`config.mk`:
```
export PLATFORM = sky130hd
export DESIGN_NAME = coh_state_tracker
export DESIGN_NICKNAME = d
export VERILOG_FILES = /design/src/rtl/coh_pkg.sv /design/src/rtl/coh_next_state.sv /design/src/rtl/coh_line_store.sv /design/src/rtl/coh_flag_decode.sv /design/src/rtl/coh_state_tracker.sv
export SDC_FILE = /design/constraint.sdc
export NUM_CORES = 1
export LEC_CHECK = 0
export CORE_MARGIN = 3
export CORE_UTILIZATION = 30
export CTS_CLUSTER_SIZE = 10
export DETAILED_ROUTE_END_ITERATION = 8
export GPL_ROUTABILITY_DRIVEN = 0
export PLACE_DENSITY = 0.41
export SKIP_CTS_REPAIR_TIMING = 1
export SLEW_MARGIN = 15
export SYNTH_ARGS = -nofsm -noshare
export SYNTH_HDL_FRONTEND = slang
export SYNTH_HIERARCHICAL = 1
export SYNTH_SLANG_ARGS = --single-unit
```
`constraint.sdc`:
```
create_clock -name clk -period 4.9 [get_ports clk]
set_input_delay 0.49 -clock clk [delete_from_list [all_inputs] [get_ports clk]]
set_output_delay 0.49 -clock clk [all_outputs]
set_load 0.01 [all_outputs]
```
`src/rtl/coh_pkg.sv`:
```
package coh_pkg;

  localparam int ST_W = 3;
  typedef logic [ST_W-1:0] cstate_t;

  localparam cstate_t ST_INV = 3'b000;
  localparam cstate_t ST_SHR = 3'b110;
  localparam cstate_t ST_EXC = 3'b100;
  localparam cstate_t ST_MOD = 3'b101;

  typedef enum logic [3:0] {
    OP_NONE          = 4'd0,
    OP_ALLOC_ZERO    = 4'd1,
    OP_FLUSH         = 4'd2,
    OP_INVAL         = 4'd3,
    OP_STORE_BLK     = 4'd4,
    OP_LOCK_CLR      = 4'd5,
    OP_RD_TOUCH      = 4'd6,
    OP_RD_TOUCH_LOCK = 4'd7,
    OP_ST_TOUCH      = 4'd8,
    OP_ST_TOUCH_LOCK = 4'd9
  } cop_e;

  // Attribute bit positions within the 3-bit attribute field.
  localparam int WIM_W_BIT = 2;
  localparam int WIM_I_BIT = 1;

  function automatic logic st_valid(cstate_t s);
    return s[2];
  endfunction

  function automatic logic st_is_mod(cstate_t s);
    return s[2] & ~s[1] & s[0];
  endfunction

  function automatic logic st_is_exc(cstate_t s);
    return s[2] & ~s[1] & ~s[0];
  endfunction

  function automatic logic st_is_shr(cstate_t s);
    return s[2] & s[1];
  endfunction

  // Write-through and caching-inhibited both clear.
  function automatic logic wim_allows_store(logic [2:0] wim);
    return ~wim[WIM_W_BIT] & ~wim[WIM_I_BIT];
  endfunction

  // Caching-inhibited clear.
  function automatic logic wim_allows_read(logic [2:0] wim);
    return ~wim[WIM_I_BIT];
  endfunction

  function automatic cstate_t next_state(cstate_t cur, logic [3:0] op,
                                         logic [2:0] wim, logic ct,
                                         logic shr);
    cstate_t nxt;
    nxt = cur;
    case (op)
      OP_ALLOC_ZERO:
        if (wim_allows_store(wim)) nxt = ST_MOD;
      OP_FLUSH, OP_INVAL, OP_STORE_BLK:
        nxt = ST_INV;
      OP_RD_TOUCH, OP_RD_TOUCH_LOCK:
        if (wim_allows_read(wim)) begin
          if (ct) nxt = ST_INV;
          else if (!st_valid(cur)) nxt = shr ? ST_SHR : ST_EXC;
        end
      OP_ST_TOUCH:
        if (wim_allows_store(wim)) begin
          if (ct) nxt = ST_INV;
          else if (!st_valid(cur)) nxt = ST_EXC;
        end
      OP_ST_TOUCH_LOCK:
        if (wim_allows_store(wim)) begin
          if (ct) nxt = ST_INV;
          else if (!st_valid(cur) || st_is_shr(cur)) nxt = ST_EXC;
        end
      default: nxt = cur;
    endcase
    return nxt;
  endfunction

endpackage

```
`src/rtl/coh_next_state.sv`:
```
module coh_next_state
  import coh_pkg::*;
(
  input  cstate_t    cur_i,
  input  logic [3:0] op_i,
  input  logic [2:0] wim_i,
  input  logic       ct_i,
  input  logic       shared_i,
  output cstate_t    nxt_o,
  output logic       differs_o
);
  always_comb begin
    nxt_o     = next_state(cur_i, op_i, wim_i, ct_i, shared_i);
    differs_o = (nxt_o != cur_i);
  end
endmodule

```
`src/rtl/coh_line_store.sv`:
```
module coh_line_store
  import coh_pkg::*;
#(
  parameter int LINES = 64,
  parameter int IDX_W = 7
) (
  input  logic             clk,
  input  logic             rst_n,
  input  logic             wr_en_i,
  input  logic [IDX_W-1:0] idx_i,
  input  cstate_t          wr_data_i,
  output cstate_t          rd_data_o
);
  cstate_t lines_q [LINES];

  for (genvar g = 0; g < LINES; g++) begin : g_line
    always_ff @(posedge clk) begin
      if (!rst_n) lines_q[g] <= ST_INV;
      else if (wr_en_i && idx_i == IDX_W'(g)) lines_q[g] <= wr_data_i;
    end
  end

  // An index with no matching line reads as Invalid.
  always_comb begin
    rd_data_o = ST_INV;
    for (int k = 0; k < LINES; k++)
      if (idx_i == IDX_W'(k)) rd_data_o = lines_q[k];
  end
endmodule

```
`src/rtl/coh_flag_decode.sv`:
```
module coh_flag_decode
  import coh_pkg::*;
(
  input  cstate_t st_i,
  output logic    m_o,
  output logic    e_o,
  output logic    s_o,
  output logic    i_o
);
  always_comb begin
    m_o = st_is_mod(st_i);
    e_o = st_is_exc(st_i);
    s_o = st_is_shr(st_i);
    i_o = ~st_valid(st_i);
  end
endmodule

```
`src/rtl/coh_state_tracker.sv`:
```
module coh_state_tracker
  import coh_pkg::*;
#(
  parameter int LINES = 64,
  parameter int IDX_W = 7
) (
  input  logic             clk,
  input  logic             rst_n,
  input  logic             apply_i,
  input  logic [IDX_W-1:0] line_idx_i,
  input  logic [3:0]       op_i,
  input  logic [2:0]       wim_i,
  input  logic             ct_i,
  input  logic             shared_i,
  output logic [2:0]       state_o,
  output logic             flag_m_o,
  output logic             flag_e_o,
  output logic             flag_s_o,
  output logic             flag_i_o,
  output logic             changed_o
);
  localparam logic [IDX_W:0] LINE_LIMIT = (IDX_W+1)'(LINES);

  cstate_t cur_state_w;
  cstate_t nxt_state_w;
  logic    differs_w;
  logic    in_range_w;
  logic    wr_en_w;

  assign in_range_w = ({1'b0, line_idx_i} < LINE_LIMIT);
  assign wr_en_w    = apply_i & in_range_w & differs_w;
  assign changed_o  = wr_en_w;
  assign state_o    = cur_state_w;

  coh_line_store #(.LINES(LINES), .IDX_W(IDX_W)) u_store (
    .clk       (clk),
    .rst_n     (rst_n),
    .wr_en_i   (wr_en_w),
    .idx_i     (line_idx_i),
    .wr_data_i (nxt_state_w),
    .rd_data_o (cur_state_w)
  );

  coh_next_state u_next (
    .cur_i     (cur_state_w),
    .op_i      (op_i),
    .wim_i     (wim_i),
    .ct_i      (ct_i),
    .shared_i  (shared_i),
    .nxt_o     (nxt_state_w),
    .differs_o (differs_w)
  );

  coh_flag_decode u_flags (
    .st_i (cur_state_w),
    .m_o  (flag_m_o),
    .e_o  (flag_e_o),
    .s_o  (flag_s_o),
    .i_o  (flag_i_o)
  );
endmodule

```
==> metrics.md, run 1 <==
| Metric | Value |
|---|---|
| Run status | `finished, final reports clean` |
| Type of the tightest min-delay check | `input pin to register` |
| Source of the critical timing path | `line_idx_i[0]` |
| Worst hold stages | `5` |
| Global-route wire length before repair | `59.3 mm` |
| Warnings, synthesis | `6` |
| Slew Limit Fails | `0` |
| Setup repair after global routing missed its margin | `false` |
| Clk slew on worst S/H paths | `0.07 ns` |
| Critical-path cell list | `buf_4 > buf_12 > buf_4 > or4_1 > o21ai_0 > nand2_1 > o2111ai_1 > nor3_1 > buf_4 > o211a_1 > o22a_1 > buf_4 > nand2_1 > nor3_1 > or4_1 > and3b_2 > dlymetal6s2s_1` |
| Via total after detailed routing | `roughly 9200` |
| Port Buffers | `25` |
| Power density of the placed cells | `~280 nW/um^2` |
| Cell types occupying the most area after synthesis | `sky130_fd_sc_hd__edfxtp_1 55%, sky130_fd_sc_hd__nor2_1 8.1%, sky130_fd_sc_hd__o21ai_0 4.5%` |
| Die Footprint | `between 30000 and 40000 um^2` |
| Final routed DRC violation total | `0` |
| Sort of element at the start of the critical path | `input pin` |
| Crit path required time | `4.41 ns` |
| Final std cell area, no fill | `between 10000 and 15000 um^2` |
| Highest net fanout along the worst path | `10` |
| Clock sinks | `about 190` |
| Initial core utilization | `slightly above 30%` |
| Worst setup margin | `about 0.12 ns` |
| Register name with the most flops | `u_store/lines_q` |
| Max Cap Viol | `0` |
| Slew at the pin closest to its max-slew limit | `0.780 ns` |
| Shortest period the worst path allows | `between 4 and 5 ns` |
| Slowest cell on the critical path | `sky130_fd_sc_hd__or4_1` |
| Flip-flop cell with the highest count after synthesis | `sky130_fd_sc_hd__edfxtp_1` |
| Area inside the core boundary | `roughly 34000 um^2` |
| CTS Buf Count | `17` |
| Final worst path period share | `between 90% and 100%` |
| Number of buffers between clock root and the deepest sink | `2` |
| Library cell appearing most often on the critical path | `sky130_fd_sc_hd__buf_4` |
| #FFs+latches synth | `between 150 and 200` |
| Area growth syn-to-layout | `28.4%` |
| Arrival time of the worst setup path | `4.29 ns` |
| Largest area contributor in the synthesized netlist | `sky130_fd_sc_hd__edfxtp_1` |
| Routed Wire Length | `40.4 mm` |
| Clock latency at the later pin of the worst-skew pair | `roughly 0.45 ns` |
| Hold worst-path end | `u_store/lines_q[0][29]` |
| Post-placement setup slack | `-0.319 ns` |
| Category of the critical setup timing path | `input pin to output pin` |
| Worst-case vdd ir drop | `approximately 0.00026 V` |
| Drt wl/cell | `24.0 um` |
| F_max | `~0.21 GHz` |
| Number of synthesized flops with an enable pin | `192` |
| Overall global routing resource usage | `21.4%` |
| Final-report setup violation count | `0` |
| Number of global-route vias before repair | `~9000` |
| Via count normalized by instance count | `about 5.5` |
| Hold Vio Cnt, Final | `0` |
| Post-route ant nets | `0` |
| Distinct cell type count after synthesis | `92` |
| Reg2Reg Capture Point | `u_store/lines_q[0][79]` |
| Number of standard cells after synthesis | `approximately 1000` |
| Worst Reg2Reg Path Length in Cells | `19` |
| Syn_nets | `around 1100` |
| Antenna violations before repair | `1` |
| Width of the die | `between 150 and 200 um` |
| Critical Path Max Stage Delay | `about 0.6 ns` |
| Root Driver | `sky130_fd_sc_hd__clkbuf_16` |
| Worst rel slew slack | `48.0%` |
| Final core utilization | `roughly two fifths` |
| Row count | `67` |
| Fraction of layout cells with a size suffix above 1 | `25.3%` |
| Diode insertion count for antenna repair | `0` |
| Largest registers | `u_store/lines_q x192` |
| CTS H-Tree Depth | `4` |
| Nets | `1240` |
| Leakage power summed over all cells | `approximately 4.7 nW` |
| Max reg flops | `192` |
| CP endpoint kind | `output pin` |
| Final TNS setup | `0 ns` |
| Maximum number of pins on one net before global-route repair | `40` |
| Worst hold slack | `approximately 0.85 ns` |
| Setup slack of the worst register-to-register path | `0.46 ns` |
| Launch instance of the worst register-to-register path | `u_store/lines_q[0][80]` |
| Async S/R FF share, synth | `0%` |
| Detailed placement HPWL | `around 30 mm` |
| Portion of synthesized cell area occupied by the leading cell type | `between 50% and 60%` |
| Detailed-router iteration count before antenna repair | `5` |
| Post-Syn Area | `roughly 11000 um^2` |
| Average instance area after synthesis | `10.1 um^2` |
| Cell area reported after detailed placement | `between 10000 and 15000 um^2` |
| Final worst clock skew | `between 0.01 and 0.015 ns` |
| Number of DRC markers in iteration 0 | `between 900 and 1000` |
| CTS tree | `done` |
| Die Y | `just under 200 um` |
| Top-level I/O count | `27` |
| Leftover overflow at the end of global routing | `0` |
| Commonest cells after routing, fill and taps aside | `228 x sky130_fd_sc_hd__nor2_1, 206 x sky130_fd_sc_hd__buf_4, 192 x sky130_fd_sc_hd__edfxtp_1` |
| Most common cell after layout, fill and taps aside | `sky130_fd_sc_hd__nor2_1` |
| Part of the Yosys area used for sequential elements | `~55%` |
| Worst min-delay path startpoint | `line_idx_i[1]` |
where the power goes:
part	leakage, nW	total [mW]	internal, mW	switching (mW)
registers	1.99	1.88	1.86	0.0275
clock network	0.275	1.40	0.752	0.643
logic	2.46	0.499	0.205	0.294
total	4.72	3.78	2.81	0.964
routing by layer:
metal / routed length [um] / global-route usage (%) / vias up / part of all wire (%)
met5: 17 / 0 / - / 0.042
met4: 1060 / 6.72 / 2 / 2.6
met3: 2630 / 4.11 / 57 / 6.5
met2: 18600 / 33.9 / 339 / 46
met1: 18100 / 29.7 / 4584 / 45
li1: - / - / 4259 / -
worst max-delay path, delay by kind of cell:
kind	cells	cell delay [ns]
compound gates	4	1.07
simple gates	7	1.73
buf+inv	6	1.01
worst max path at each step:
stage               slack (ns)                      to
floorplan                 0.39  u_store/lines_q[0][51]
global placement         -0.36               changed_o
detailed placement       -0.32               changed_o
CTS                      -0.35               changed_o
global route              0.02   u_store/lines_q[0][5]
finish                    0.12               changed_o
synth_stat cells (all sizes together), types with 14 or more instances:
| cell | n |
|---|---|
| nor3 | 16 |
| nand3 | 25 |
| inv | 15 |
| edfxtp | 192 |
| clkbuf | 43 |
| a21oi | 33 |
| buf | 46 |
| nor2 | 228 |
| mux2i | 15 |
| o22ai | 17 |
| o21ai | 103 |
| a211oi | 14 |
| nand2 | 91 |
kinds of logic (layout without fill, tap and decap cells):
logic type / after synthesis / in the layout / share of synthesized area (%)
AO/OA/AOI/OAI: 264 / 264 / 16.6
XOR/XNOR: 1 / 1 / 0.0833
buffers and inverters: 105 / 300 / 4.72
flip-flops: 192 / 192 / 54.8
multiplexers: 25 / 25 / 2.60
AND/OR/NAND/NOR: 452 / 452 / 21.2
through the flow:
stage	power, mW	instances
3_3_place_gp	2.40	1645
3_5_place_dp	2.40	1645
6_report	3.78	1682
4_1_cts	3.79	1677
2_1_floorplan	2.14	1039
5_1_grt	3.89	1682
cell type report:
cell class	instances	area [um^2]
fill	3448	20500
tap	448	561
clock buffer	19	433
sequential	192	5770
clock inverter	13	138
multi-input combinational	742	4370
inverter	16	60.1
timing repair buffer	252	2180
Power figures use the tool's default switching activity.
==> inputs of run 2 (changes only) <==
--- a/config.mk
+++ b/config.mk
@@ -10,6 +10,7 @@
 export CTS_CLUSTER_SIZE = 10
 export DETAILED_ROUTE_END_ITERATION = 8
 export GPL_ROUTABILITY_DRIVEN = 0
+export HOLD_SLACK_MARGIN = 0.08
 export PLACE_DENSITY = 0.41
 export SKIP_CTS_REPAIR_TIMING = 1
 export SLEW_MARGIN = 15
==> results of run 2 <==
Final layout, timing and power as in run 1 (identical DEF).
==> inputs of run 3 (changes only) <==
--- a/config.mk
+++ b/config.mk
@@ -11,7 +11,8 @@
 export DETAILED_ROUTE_END_ITERATION = 8
 export GPL_ROUTABILITY_DRIVEN = 0
 export HOLD_SLACK_MARGIN = 0.08
-export PLACE_DENSITY = 0.41
+export PLACE_DENSITY = 0.43
+export RECOVER_POWER = 50
 export SKIP_CTS_REPAIR_TIMING = 1
 export SLEW_MARGIN = 15
 export SYNTH_ARGS = -nofsm -noshare
==> run 3 against run 2 <==
Effect of this change: register-to-register slack got worse by 0.12 ns; count of clock-buffer cells in the layout is 2 lower; critical path depth decreased by 1; worst setup slack improved by 0.13 ns; sequential share of layout area grew 0.58 points.
==> metrics.md, run 3 (synthesized netlist as in run 1, its figures left out) <==
| Metric | Value |
|---|---|
| Run status | `finished, final reports clean` |
| Root Driver | `sky130_fd_sc_hd__clkbuf_16` |
| Area inside the core boundary | `34000 um^2 (unchanged)` |
| Commonest cells after routing, fill and taps aside | `227 x sky130_fd_sc_hd__nor2_1, 194 x sky130_fd_sc_hd__buf_4, 192 x sky130_fd_sc_hd__edfxtp_1` |
| Sort of element at the start of the critical path | `input pin` |
| Max Cap Viol | `0 (unchanged)` |
| Most common cell after layout, fill and taps aside | `sky130_fd_sc_hd__nor2_1` |
| Clk slew on worst S/H paths | `0.07 ns (about the same)` |
| Met1 routed wirelength after detailed routing | `18.2 mm (+0.79%)` |
| Routed met2 length | `18.9 mm (+1.4%)` |
| Highest net fanout along the worst path | `18 (+8)` |
| Via total after detailed routing | `9230 (-0.12%)` |
| Setup repair after global routing missed its margin | `false` |
| CTS tree | `done` |
| Global-route wire length before repair | `59.3 mm (+0.10%)` |
| Total power of the final layout | `3.76 mW (-0.47%)` |
| F_max | `0.215 GHz (+2.8%)` |
| Slowest cell on the critical path | `sky130_fd_sc_hd__or4_1` |
| Final worst clock skew | `0.0109 ns (-0.00130 ns)` |
| Final TNS setup | `0 ns (unchanged)` |
| Largest registers | `u_store/lines_q x192` |
| CTS H-Tree Depth | `4 (unchanged)` |
| Register name with the most flops | `u_store/lines_q` |
| Detailed placement HPWL | `30.2 mm (-1.1%)` |
| Type of the tightest min-delay check | `input pin to register` |
| CP endpoint kind | `output pin` |
| Cell area reported after detailed placement | `12700 um^2 (-0.78%)` |
| Post-placement setup slack | `-0.233 ns (+0.0858 ns)` |
| Detailed-router iteration count before antenna repair | `5 (unchanged)` |
| Final worst path period share | `94.9% (-2.7 points)` |
| Number of global-route vias before repair | `9018 (-0.29%)` |
| Drt wl/cell | `24.2 um (+0.63%)` |
| Critical-path cell list | `buf_4 > buf_12 > mux2i_1 > nor2_1 > a211oi_1 > o21ai_1 > a31oi_1 > o21ai_1 > a211o_4 > nand2_1 > o21ai_0 > a32oi_1 > o221ai_1 > or4_1 > and3b_1 > dlymetal6s2s_1` |
| Worst-case vdd ir drop | `0.000264 V (+2.9%)` |
| Clock sinks | `192 (unchanged)` |
| Die Footprint | `37400 um^2 (unchanged)` |
| Port Buffers | `25 (unchanged)` |
| Overall global routing resource usage | `21.1% (-0.22 points)` |
| Post-route ant nets | `0 (unchanged)` |
| Diode insertion count for antenna repair | `0 (unchanged)` |
| Power density of the placed cells | `282 nW/um^2 (+0.89%)` |
| Hold Vio Cnt, Final | `0 (unchanged)` |
| Library cell appearing most often on the critical path | `sky130_fd_sc_hd__o21ai_1` |
| Row count | `67 (unchanged)` |
| Uppermost signal routing layer after detailed routing | `met4` |
| Shortest period the worst path allows | `4.65 ns (-0.131 ns)` |
| Final routed DRC violation total | `0 (unchanged)` |
| Leakage power summed over all cells | `4.64 nW (-1.7%)` |
| Max reg flops | `192 (unchanged)` |
| Category of the critical setup timing path | `input pin to output pin` |
| Number of DRC markers in iteration 0 | `939 (-3.3%)` |
| Area growth syn-to-layout | `26.6%` |
| Worst setup margin | `0.248 ns (+0.131 ns)` |
| Crit path required time | `4.41 ns (about the same)` |
| Die Y | `193 um (unchanged)` |
| Detailed route wirelength on metal3 | `2.35 mm (-11%)` |
| Maximum number of pins on one net before global-route repair | `69 (+73%)` |
| CTS Buf Count | `17 (unchanged)` |
| Critical Path Max Stage Delay | `0.54 ns (-0.05 ns)` |
| Fill cells | `3480 (+0.93%)` |
| Arrival time of the worst setup path | `4.16 ns (-0.13 ns)` |
| Fraction of layout cells with a size suffix above 1 | `24.5% (-0.80 points)` |
| Leftover overflow at the end of global routing | `0 (unchanged)` |
| Final-report setup violation count | `0 (unchanged)` |
| Via count normalized by instance count | `5.53 (+0.66%)` |
| Routed Wire Length | `40.3 mm (-0.14%)` |
| Final std cell area, no fill | `13300 um^2 (-1.3%)` |
| Initial core utilization | `30.9% (unchanged)` |
| Width of the die | `193 um (unchanged)` |
| Worst hold slack | `0.865 ns (+0.0183 ns)` |
| Number of buffers between clock root and the deepest sink | `2 (unchanged)` |
| Worst rel slew slack | `45.2% (-2.8 points)` |
| Slew at the pin closest to its max-slew limit | `0.822 ns (+0.0419 ns)` |
| Top-level I/O count | `27 (unchanged)` |
| Antenna violations before repair | `0 (-1)` |
| Nets | `1227 (-1.0%)` |
| Clock latency at the later pin of the worst-skew pair | `0.46 ns (about the same)` |
| Slew Limit Fails | `0 (unchanged)` |
## run 3: worst paths after layout
kind / from / end / slack [ns] / cells after the start
worst max register to register: u_store/lines_q[0][20] / u_store/lines_q[0][89] / 0.34 / 16
worst min register to register: u_store/lines_q[1][64] / u_store/lines_q[0][1] / 1.13 / 6
worst max-delay path: line_idx_i[1] / changed_o / 0.25 / 16
worst min-delay path: rst_n / u_store/lines_q[0][16] / 0.87 / 2
## run 3: layout make-up
cell class                 instances  area [um^2]  area share [%]
sequential                       192         5770            43.3
multi-input combinational        742         4350            32.7
timing repair buffer             239         2010            15.1
tap                              448          561            4.21
clock buffer                      17          425            3.19
clock inverter                    15          153            1.15
inverter                          16         60.1           0.451
## run 3: per-layer routing
layer,up-vias,global-route usage (%)
met5,-,0
met4,0,6.38
met3,45,3.57
met2,336,33.8
met1,4627,29.6
li1,4222,-
## run 3: critical path, delay by kind of cell
| kind | cells | cell delay [ns] |
|---|---|---|
| and+or+nand+nor | 4 | 0.90 |
| buffers and inverters | 3 | 0.64 |
| muxes | 1 | 0.24 |
| AOI/OAI and AO/OA | 8 | 1.87 |
## run 3: per-stage QoR
step,std cells,util (%)
floorplan,1039,-
global placement,1636,37.4
detailed placement,1636,37.4
CTS,1668,39.1
global route,1669,39.1
finish,1669,39.1
## run 3: power breakdown
group	total, mW	switching (mW)	internal (mW)	leakage [nW]
registers	1.88	0.0283	1.85	1.99
logic	0.482	0.287	0.195	2.37
clock network	1.39	0.679	0.715	0.279
